### src/rtl/xtlb_pkg.sv
package xtlb_pkg;
  typedef enum logic [1:0] {
    RES_HIT    = 2'b00,
    RES_MISS   = 2'b01,
    RES_PROT   = 2'b10,
    RES_PFAULT = 2'b11
  } xlate_res_e;

  // Rights field: 00 none, 01 read, 1x read and write
  function automatic logic rights_ok(input logic [1:0] perm, input logic is_write);
    return is_write ? perm[1] : (perm != 2'b00);
  endfunction
endpackage

### src/rtl/xtlb_cam.sv
module xtlb_cam #(
  parameter int ENTRIES = 16,
  parameter int VPN_W   = 20,
  parameter int PID_W   = 8
) (
  input  logic [ENTRIES-1:0]             ent_valid,
  input  logic [ENTRIES-1:0]             ent_global,
  input  logic [ENTRIES-1:0][VPN_W-1:0]  ent_vpn,
  input  logic [ENTRIES-1:0][PID_W-1:0]  ent_pid,
  input  logic [VPN_W-1:0]               key_vpn,
  input  logic [PID_W-1:0]               key_pid,
  output logic [ENTRIES-1:0]             hit_vec,
  output logic                           hit_any,
  output logic [$clog2(ENTRIES)-1:0]     hit_idx
);
  localparam int IDX_W = $clog2(ENTRIES);

  for (genvar g = 0; g < ENTRIES; g++) begin : g_cmp
    assign hit_vec[g] = ent_valid[g] && (ent_vpn[g] == key_vpn) &&
                        (ent_global[g] || (ent_pid[g] == key_pid));
  end

  assign hit_any = |hit_vec;

  // lowest-numbered matching slot wins
  always_comb begin
    hit_idx = '0;
    for (int i = ENTRIES - 1; i >= 0; i--)
      if (hit_vec[i]) hit_idx = IDX_W'(i);
  end
endmodule

### src/rtl/xtlb_plru.sv
module xtlb_plru #(
  parameter int ENTRIES = 16
) (
  input  logic                        clk,
  input  logic                        rst_n,
  input  logic                        touch_a_en,
  input  logic [$clog2(ENTRIES)-1:0]  touch_a_idx,
  input  logic                        touch_b_en,
  input  logic [$clog2(ENTRIES)-1:0]  touch_b_idx,
  output logic [$clog2(ENTRIES)-1:0]  victim
);
  localparam int IDX_W = $clog2(ENTRIES);
  localparam int NODES = ENTRIES - 1;

  logic [NODES-1:0] tree_q, tree_d;

  // node bit 1 sends the victim walk right; a touch points it away
  function automatic logic [NODES-1:0] touch(input logic [NODES-1:0] t,
                                             input logic [IDX_W-1:0] leaf);
    logic [NODES-1:0] r;
    int node;
    r = t;
    node = 0;
    for (int d = IDX_W - 1; d >= 0; d--) begin
      r[node] = ~leaf[d];
      node = 2 * node + 1 + (leaf[d] ? 1 : 0);
    end
    return r;
  endfunction

  always_comb begin
    tree_d = tree_q;
    if (touch_a_en) tree_d = touch(tree_d, touch_a_idx);
    if (touch_b_en) tree_d = touch(tree_d, touch_b_idx);
  end

  always_comb begin
    int node;
    node = 0;
    for (int d = 0; d < IDX_W; d++)
      node = 2 * node + 1 + (tree_q[node] ? 1 : 0);
    victim = IDX_W'(node - NODES);
  end

  always_ff @(posedge clk) begin
    if (!rst_n) tree_q <= '0;
    else        tree_q <= tree_d;
  end

  assert_victim_not_last_R9: assert property (@(posedge clk) disable iff (!rst_n)
    (touch_a_en || touch_b_en) |=> (victim != $past(touch_b_en ? touch_b_idx : touch_a_idx)))
    else $error("victim equals most recently touched slot");
endmodule

### src/rtl/xtlb_slot_pick.sv
module xtlb_slot_pick #(
  parameter int ENTRIES = 16
) (
  input  logic [ENTRIES-1:0]          ent_valid,
  input  logic                        dup_any,
  input  logic [$clog2(ENTRIES)-1:0]  dup_idx,
  input  logic [$clog2(ENTRIES)-1:0]  victim_idx,
  output logic [$clog2(ENTRIES)-1:0]  slot
);
  localparam int IDX_W = $clog2(ENTRIES);

  logic                 have_free;
  logic [IDX_W-1:0]     free_idx;

  always_comb begin
    have_free = 1'b0;
    free_idx  = '0;
    for (int i = ENTRIES - 1; i >= 0; i--)
      if (!ent_valid[i]) begin
        have_free = 1'b1;
        free_idx  = IDX_W'(i);
      end
  end

  always_comb begin
    if (dup_any)        slot = dup_idx;
    else if (have_free) slot = free_idx;
    else                slot = victim_idx;
  end
endmodule

### src/rtl/xlate_tlb.sv
module xlate_tlb #(
  parameter int ENTRIES = 16,
  parameter int VPN_W   = 20,
  parameter int PPN_W   = 20,
  parameter int PID_W   = 8
) (
  input  logic              clk,
  input  logic              rst_n,
  input  logic              lk_valid,
  output logic              lk_ready,
  input  logic [VPN_W-1:0]  lk_vpn,
  input  logic [PID_W-1:0]  lk_pid,
  input  logic              lk_write,
  input  logic              lk_user,
  output logic              rsp_valid,
  input  logic              rsp_ready,
  output logic [1:0]        rsp_code,
  output logic [PPN_W-1:0]  rsp_ppn,
  input  logic              fill_valid,
  input  logic [VPN_W-1:0]  fill_vpn,
  input  logic [PID_W-1:0]  fill_pid,
  input  logic [PPN_W-1:0]  fill_ppn,
  input  logic              fill_global,
  input  logic              fill_present,
  input  logic [1:0]        fill_kperm,
  input  logic [1:0]        fill_uperm,
  input  logic              inv_valid,
  input  logic [VPN_W-1:0]  inv_vpn,
  input  logic [PID_W-1:0]  inv_pid,
  input  logic              flush
);
  import xtlb_pkg::*;
  localparam int IDX_W = $clog2(ENTRIES);

  logic [ENTRIES-1:0]             e_valid, e_global, e_present;
  logic [ENTRIES-1:0][VPN_W-1:0]  e_vpn;
  logic [ENTRIES-1:0][PID_W-1:0]  e_pid;
  logic [ENTRIES-1:0][PPN_W-1:0]  e_ppn;
  logic [ENTRIES-1:0][1:0]        e_kperm, e_uperm;

  logic [ENTRIES-1:0] lk_vec, fill_vec, inv_vec;
  logic               lk_any, fill_any, inv_any;
  logic [IDX_W-1:0]   lk_idx, fill_idx, inv_idx, victim, fill_slot;

  logic        lk_fire, fill_do;
  xlate_res_e  res_d;
  logic [1:0]  sel_perm;

  assign lk_ready = !rsp_valid || rsp_ready;
  assign lk_fire  = lk_valid && lk_ready;
  assign fill_do  = fill_valid && !flush;

  xtlb_cam #(.ENTRIES(ENTRIES), .VPN_W(VPN_W), .PID_W(PID_W)) u_cam_lk (
    .ent_valid(e_valid), .ent_global(e_global), .ent_vpn(e_vpn), .ent_pid(e_pid),
    .key_vpn(lk_vpn), .key_pid(lk_pid),
    .hit_vec(lk_vec), .hit_any(lk_any), .hit_idx(lk_idx));

  xtlb_cam #(.ENTRIES(ENTRIES), .VPN_W(VPN_W), .PID_W(PID_W)) u_cam_fill (
    .ent_valid(e_valid), .ent_global(e_global), .ent_vpn(e_vpn), .ent_pid(e_pid),
    .key_vpn(fill_vpn), .key_pid(fill_pid),
    .hit_vec(fill_vec), .hit_any(fill_any), .hit_idx(fill_idx));

  xtlb_cam #(.ENTRIES(ENTRIES), .VPN_W(VPN_W), .PID_W(PID_W)) u_cam_inv (
    .ent_valid(e_valid), .ent_global(e_global), .ent_vpn(e_vpn), .ent_pid(e_pid),
    .key_vpn(inv_vpn), .key_pid(inv_pid),
    .hit_vec(inv_vec), .hit_any(inv_any), .hit_idx(inv_idx));

  xtlb_plru #(.ENTRIES(ENTRIES)) u_plru (
    .clk(clk), .rst_n(rst_n),
    .touch_a_en(lk_fire && lk_any), .touch_a_idx(lk_idx),
    .touch_b_en(fill_do),           .touch_b_idx(fill_slot),
    .victim(victim));

  xtlb_slot_pick #(.ENTRIES(ENTRIES)) u_pick (
    .ent_valid(e_valid), .dup_any(fill_any), .dup_idx(fill_idx),
    .victim_idx(victim), .slot(fill_slot));

  // outcome of the lookup against the current contents
  always_comb begin
    sel_perm = lk_user ? e_uperm[lk_idx] : e_kperm[lk_idx];
    if (!lk_any)                         res_d = RES_MISS;
    else if (!e_present[lk_idx])         res_d = RES_PFAULT;
    else if (!rights_ok(sel_perm, lk_write)) res_d = RES_PROT;
    else                                 res_d = RES_HIT;
  end

  always_ff @(posedge clk) begin
    if (!rst_n) begin
      rsp_valid <= 1'b0;
      rsp_code  <= RES_MISS;
      rsp_ppn   <= '0;
    end else if (lk_fire) begin
      rsp_valid <= 1'b1;
      rsp_code  <= res_d;
      rsp_ppn   <= (res_d == RES_HIT) ? e_ppn[lk_idx] : '0;
    end else if (rsp_ready) begin
      rsp_valid <= 1'b0;
    end
  end

  // slot contents: flush beats everything; a fill beats an invalidate on its slot
  always_ff @(posedge clk) begin
    if (!rst_n) begin
      e_valid   <= '0;
      e_global  <= '0;
      e_present <= '0;
      e_vpn     <= '0;
      e_pid     <= '0;
      e_ppn     <= '0;
      e_kperm   <= '0;
      e_uperm   <= '0;
    end else if (flush) begin
      e_valid <= '0;
    end else begin
      for (int i = 0; i < ENTRIES; i++)
        if (inv_valid && inv_vec[i]) e_valid[i] <= 1'b0;
      if (fill_valid) begin
        e_valid[fill_slot]   <= 1'b1;
        e_global[fill_slot]  <= fill_global;
        e_present[fill_slot] <= fill_present;
        e_vpn[fill_slot]     <= fill_vpn;
        e_pid[fill_slot]     <= fill_pid;
        e_ppn[fill_slot]     <= fill_ppn;
        e_kperm[fill_slot]   <= fill_kperm;
        e_uperm[fill_slot]   <= fill_uperm;
      end
    end
  end

  assert_flush_empties_R7: assert property (@(posedge clk) disable iff (!rst_n)
    flush |=> (e_valid == '0))
    else $error("slots remain after flush");

  assert_nonhit_zero_ppn_R4: assert property (@(posedge clk) disable iff (!rst_n)
    (rsp_valid && rsp_code != RES_HIT) |-> (rsp_ppn == '0))
    else $error("non-hit response carries a frame number");

  assert_hold_stalled_rsp_R10: assert property (@(posedge clk) disable iff (!rst_n)
    (rsp_valid && !rsp_ready) |=> (rsp_valid && $stable(rsp_code) && $stable(rsp_ppn)))
    else $error("stalled response changed");

  assert_inv_clears_R6: assert property (@(posedge clk) disable iff (!rst_n)
    (inv_valid && inv_any && !fill_valid) |=> (e_valid[$past(inv_idx)] == 1'b0))
    else $error("invalidated slot still occupied");
endmodule

### config.mk
export PLATFORM = sky130hd
export DESIGN_NAME = xlate_tlb
export DESIGN_NICKNAME = d
export VERILOG_FILES = /design/src/rtl/xtlb_pkg.sv /design/src/rtl/xtlb_cam.sv /design/src/rtl/xtlb_plru.sv /design/src/rtl/xtlb_slot_pick.sv /design/src/rtl/xlate_tlb.sv
export SDC_FILE = /design/constraint.sdc
export NUM_CORES = 2
export LEC_CHECK = 0
export BUFFER_PORTS_ARGS = -buffer_cell sky130_fd_sc_hd__buf_2
export CORE_ASPECT_RATIO = 2
export CORE_MARGIN = 2
export CORE_UTILIZATION = 40
export CTS_CLUSTER_DIAMETER = 80
export DETAILED_ROUTE_END_ITERATION = 7
export GPL_ROUTABILITY_DRIVEN = 0
export PLACE_DENSITY = 0.56
export SLEW_MARGIN = 25
export SYNTH_ARGS = -nofsm -noshare
export SYNTH_HDL_FRONTEND = slang
export SYNTH_HIERARCHICAL = 1
export SYNTH_SLANG_ARGS = --single-unit
### constraint.sdc
create_clock -name clk -period 8.6 [get_ports clk]
set_input_delay 0.86 -clock clk [delete_from_list [all_inputs] [get_ports clk]]
set_output_delay 0.86 -clock clk [all_outputs]
set_load 0.01 [all_outputs]
**Word-level counts from Yosys, hierarchy flattened**

Index checks and enable logic that the tools add are counted.
W data, S select, Z words.

- Input bits: 119
- Bits in registers: 918
- Word-level logic and storage cells: 597
- Memories: 0
- Bits in read-only memories: 0
- Latch bits: 0
- Memory bits (writable): 0

- Mux-type cells: 185
- Add/subtract/negate cells: 18
- Div/mod/pow operators: 0
- Eq/ne operators: 96
- Magnitude comparators: 18
- Reductions and logical operators: 181
- Multipliers: 0
- Bitwise operators: 11
- Shifts and indexed selects: 0

Operators by type and width:

| kind | count |
|---|---|
| $eq A20 B20 Y1 | 48 |
| $bwmux W320 | 2 |
| $eq A8 B8 Y1 | 48 |
| $lt A32 B6 Y1 const B | 9 |
| $mux W4 | 50 |
| $add A32 B2 Y32 const B | 6 |
| $ge A32 B1 Y1 const B | 6 |
| $add A32 B32 Y32 | 5 |
| $bwmux W128 | 1 |
| $logic_and A1 B1 Y1 | 122 |
| $add A2 B32 Y32 const A | 3 |
| $mux W1 | 91 |
| $bwmux W15 | 6 |
| $bmux W20 S4 | 1 |
| $demux W20 S4 | 1 |
| $bwmux W32 | 2 |
| $mux W20 | 3 |
| $logic_or A1 B1 Y1 | 49 |
| $add A32 B2 Y32 | 1 |
| $bwmux W16 | 2 |
| $demux W8 S4 | 1 |
| $reduce_or A16 Y1 | 2 |
| $mux W15 | 2 |
| $demux W1 S4 | 7 |
| 18 further kinds | 41 |

**Logic depth before layout (Yosys ltp)**

- Word-level depth: 35
- Gate-level depth with buffers: 22

**By module**

Netlist, hierarchy kept.

Modules (own cells, without submodules):

| module | instances | sequential area each (sq um) | cells each | area each (sq um) |
|---|---|---|---|---|
| xlate_tlb | 1 | 18077.3 | 4277 | 36816.6 |
| xtlb_cam | 3 | 0.0 | 714 | 5499.0 |
| xtlb_plru | 1 | 300.3 | 234 | 1831.8 |
| xtlb_slot_pick | 1 | 0.0 | 41 | 262.8 |

**Least setup slack after synthesis**

Ideal clock, no wire load.

- Kind: in2reg
- Start point: in fill_pid[5]
- End point: reg u_plru.tree_q[14]
- Data required time: 8477 ps
- Arrival: 5306 ps
- Path slack: 3172 ps
- Library setup time: 123 ps
- Path buffers: 4
- Stages: 19
- Cell sequence: buf_2 buf_2 xor2_1 nor4_1 a21oi_1 nor3_1 or2_2 nand2b_1 nor2_1 nand2_1 clkbuf_2 o41ai_1 inv_1 ha_1 buf_6 o21ba_2 nor4_1 nand4_1 mux2i_1

- Elaborated cells on any way between the ends: 96

RTL lines:

| what | RTL line | text |
|---|---|---|
| start: declaration | xlate_tlb.sv:21 | `input logic [PID_W-1:0] fill_pid,` |
| $eq A8 B8 Y1 * | xtlb_cam.sv:20 | `(ent_global[g] \|\| (ent_pid[g] == key_pid));` |
| $logic_or A1 B1 Y1 * | xtlb_cam.sv:20 |  |
| $logic_and A1 B1 Y1 * | xtlb_cam.sv:19 | `assign hit_vec[g] = ent_valid[g] && (ent_vpn[g] == key_vpn) &&` |
| named net fill_vec[1] | xlate_tlb.sv:41 | `logic [ENTRIES-1:0] lk_vec, fill_vec, inv_vec;` |
| $reduce_or A16 Y1 * | xtlb_cam.sv:23 | `assign hit_any = \|hit_vec;` |
| named net fill_any | xlate_tlb.sv:42 | `logic lk_any, fill_any, inv_any;` |
| $mux W4 * | xtlb_slot_pick.sv:26 | `if (dup_any) slot = dup_idx;` |
| named net fill_slot[3] | xlate_tlb.sv:43 | `logic [IDX_W-1:0] lk_idx, fill_idx, inv_idx, victim, fill_slot;` |
| [... 4 more ...] | n/a |  |
| $add A32 B2 Y32 | xtlb_plru.sv:26 | `node = 2 * node + 1 + (leaf[d] ? 1 : 0);` |
| $add A32 B32 Y32 | xtlb_plru.sv:26 |  |
| $ge A32 B1 Y1 (implied by the code) / $lt A32 B6 Y1 (equally long branches) | xtlb_plru.sv:25 | `r[node] = ~leaf[d];` |
| $logic_and A1 B1 Y1 (implied by the code) | xtlb_plru.sv:25 |  |
| $mux W1 (implied by the code) | xtlb_plru.sv:25 |  |
| $demux W1 S4 | n/a |  |
| $bwmux W15 * | xtlb_plru.sv:25 |  |
| $mux W15 * | xtlb_plru.sv:34 | `if (touch_b_en) tree_d = touch(tree_d, touch_b_idx);` |
| end signal: assignment | xtlb_plru.sv:47 | `else tree_q <= tree_d;` |
| end: declaration | xtlb_plru.sv:15 | `logic [NODES-1:0] tree_q, tree_d;` |

Mark *: on every way through the listed nets, which the timed path passes. The rest lies on a longest branch.
A chain may end at the register's enable or synchronous reset.

**Worst setup path after layout**

- Start point: in fill_vpn[12]
- End point: reg e_present[15]

- Elaborated cells on any way between the ends: 72

RTL lines:

| what | RTL line | text |
|---|---|---|
| start: declaration | xlate_tlb.sv:20 | `input logic [VPN_W-1:0] fill_vpn,` |
| $eq A20 B20 Y1 * | xtlb_cam.sv:19 |  |
| $logic_and A1 B1 Y1 * (2 in series) | xtlb_cam.sv:19 |  |
| named net fill_vec[11] | xlate_tlb.sv:41 |  |
| $mux W4 * (12 in series) | xtlb_cam.sv:29 | `if (hit_vec[i]) hit_idx = IDX_W'(i);` |
| named net fill_idx[1] | xlate_tlb.sv:43 |  |
| $mux W4 * | xtlb_slot_pick.sv:26 |  |
| named net fill_slot[1] | xlate_tlb.sv:43 |  |
| $lt A4 B5 Y1 (implied by the code) / $ge A4 B1 Y1 (equally long branches) | xlate_tlb.sv:120 | `e_present[fill_slot] <= fill_present;` |
| $logic_and A1 B1 Y1 (implied by the code) | xlate_tlb.sv:120 |  |
| $mux W1 (implied by the code) | xlate_tlb.sv:120 |  |
| $demux W1 S4 * | xlate_tlb.sv:120 |  |
| $bwmux W16 * | xlate_tlb.sv:120 |  |
| end signal: indexed assignment | xlate_tlb.sv:120 |  |
| end: declaration | xlate_tlb.sv:35 | `logic [ENTRIES-1:0] e_valid, e_global, e_present;` |

Marked as above.

==> impl_metrics.toml <==
[run_status]
status = "finished, final reports clean"

[final_layout]
final_layout_size_suffix_gt1_frac = 0.101
fin_util = 0.438
syn_to_final_growth_pct = 8.64
layout_commonest_cell = "nand2_1"
fill_cells = 13600
layout_common_cells = "nand2_1, xor2_1, dfxtp_1, a21boi_1, nor4_1"
final_nets = 6558

[timing]
rsz0062_at_grt = "no"
clock.fmax_ghz = 0.157
finalHoldViolCount = 0
finalCritPeriodShare = 0.739
skew_ps = 51.3
fin_crit_ps = 6360
fin_setup_tns_ps = 0
slew_headroom = 0.209
slew_violations = 0
whs_ps = 398
tightest_slew_ps = 1180
setup_ws_ps = 2240
setup_violations = 0

[clock_network]
cts_made_buffers = 91
cts_setup_buffers = 0
clock_path_buffers = 3
cts_resized = 0
cts_tree = "built"
cts_hold_buffers = 0
root_buffer = "clkbuf_16"
clk-insertion-delay-late_ps = 740
cts_max_level = 3
clk_pin_slew_worst_paths_ps = 70
cts.sinks = 918

[route]
vias_per_cell = 5.75
ant_nets = 0
drt-total-wl_um = 220000
dr.first_iter.drc_count = 3528
vias = 47400
wl_per_cell_um = 26.6
route.detailed.drc = 0
drt_first_pass_iters = 6

[global_routing]
gr-total-overflow = 0
grt_max_degree = 149
globalRouteTotalUtil = 0.305
grt_pass1_wl_um = 318000
grt_pass1_vias = 47100
antenna_found_initial = 34

[critical_path]
required_ps = 9190
crit_start = "fill_vpn[12]"
r2r_cells = 17
r2r_start = "e_vpn[44]"
endpoint = "e_present[15]"
startpoint_type = "primary input"
worstPathArrival_ps = 6950
cp_max_fo = 30
critPathKind = "in2reg"
reg2reg_slack_ps = 2440
rr_endpoint = "e_present[15]"
cp-end-kind = "register"

[die]
die_w_um = 267
ioPinCount = 143
initial_core_util = 0.403
coreArea_mm2 = 0.137
rows = 192
die_area_mm2 = 0.141
die_h_um = 530

[yosys]
syn-mean-instance-area_um2 = 8.29
syn_nets = 6794
synth_cells = 6660
yosysWarnings = 6
synth_area_mm2 = 0.0552

[worst_hold_path]
hp-class = "in2reg"

[placement]
io_buffers = 142
hpwl_um = 145000
dp_slack_ps = 1740

[power]
powerDensity_mw_per_mm2 = 159
finalPower_mw = 9.57
cellLeakagePower_nw = 22.8
vdd_drop_max_mv = 0.156

[flow_run]
max-cap-violations = 0
sequential cells by signal (all words and copies together), names as in the netlist:
| register | count |
|---|---|
| rsp_ppn | 20 |
| e_uperm | 32 |
| e_present | 16 |
| u_plru/tree_q | 15 |
| e_ppn | 320 |
| rsp_code | 2 |
| e_global | 16 |
| rsp_valid | 1 |
| e_valid | 16 |
| e_vpn | 320 |
| e_pid | 128 |
| e_kperm | 32 |
critical path, cell delays in order:
cell and delay, ps:
buf_2 690, buf_4 360, xor2_1 90, nor4_1 450
nand4_1 380, nor3_4 400, nor2_1 120, a21oi_1 220
o31ai_1 100, a21oi_1 270, a22oi_1 130, a21bo_1 760
nand2_1 260, nor2_1 440, nand2_2 590, buf_4 520
nand2_1 140, a21boi_1 80
stage by stage:
stage	cells	cell area [µm²]
after floorplan	6660	55200
after global routing	8250	60000
after global placement	8077	56800
after detailed placement	8077	56800
final	8255	60000
after CTS	8243	60000
where the power goes:
part	switching (mW)	internal (mW)
clock	1.91	2.40
combinational	0.660	0.305
sequential	0.0240	4.27
routing by layer:
metal,vias to the layer above,track usage,share of wire
li1,21600,-,-
met1,23000,0.316,0.35
met2,1886,0.535,0.49
met3,909,0.0561,0.066
met4,32,0.245,0.094
met5,-,0,0.00086
how the worst min path moves through the flow:
stage / to / depth (start not counted) / slack, ps / from
after floorplan: e_kperm[26] / 2 / 430 / e_kperm[26]
after global placement: e_kperm[28] / 2 / 440 / e_kperm[28]
after detailed placement: rsp_ppn[18] / 2 / 430 / rsp_ppn[18]
after CTS: rsp_valid / 3 / 360 / lk_valid
after global routing: rsp_valid / 3 / 410 / lk_valid
final: rsp_valid / 3 / 400 / lk_valid
layout make-up:
class / count / area [µm²] / area share
antenna: 12 / 30.0 / 0.000500
clock buffer: 135 / 2700 / 0.0450
clock inverter: 31 / 417 / 0.00694
inverter: 29 / 109 / 0.00181
multi-input combinational: 5103 / 34200 / 0.570
sequential: 918 / 18400 / 0.306
tap: 1746 / 2180 / 0.0364
timing repair buffer: 281 / 1990 / 0.0332
(Power assumes the default switching activity.)
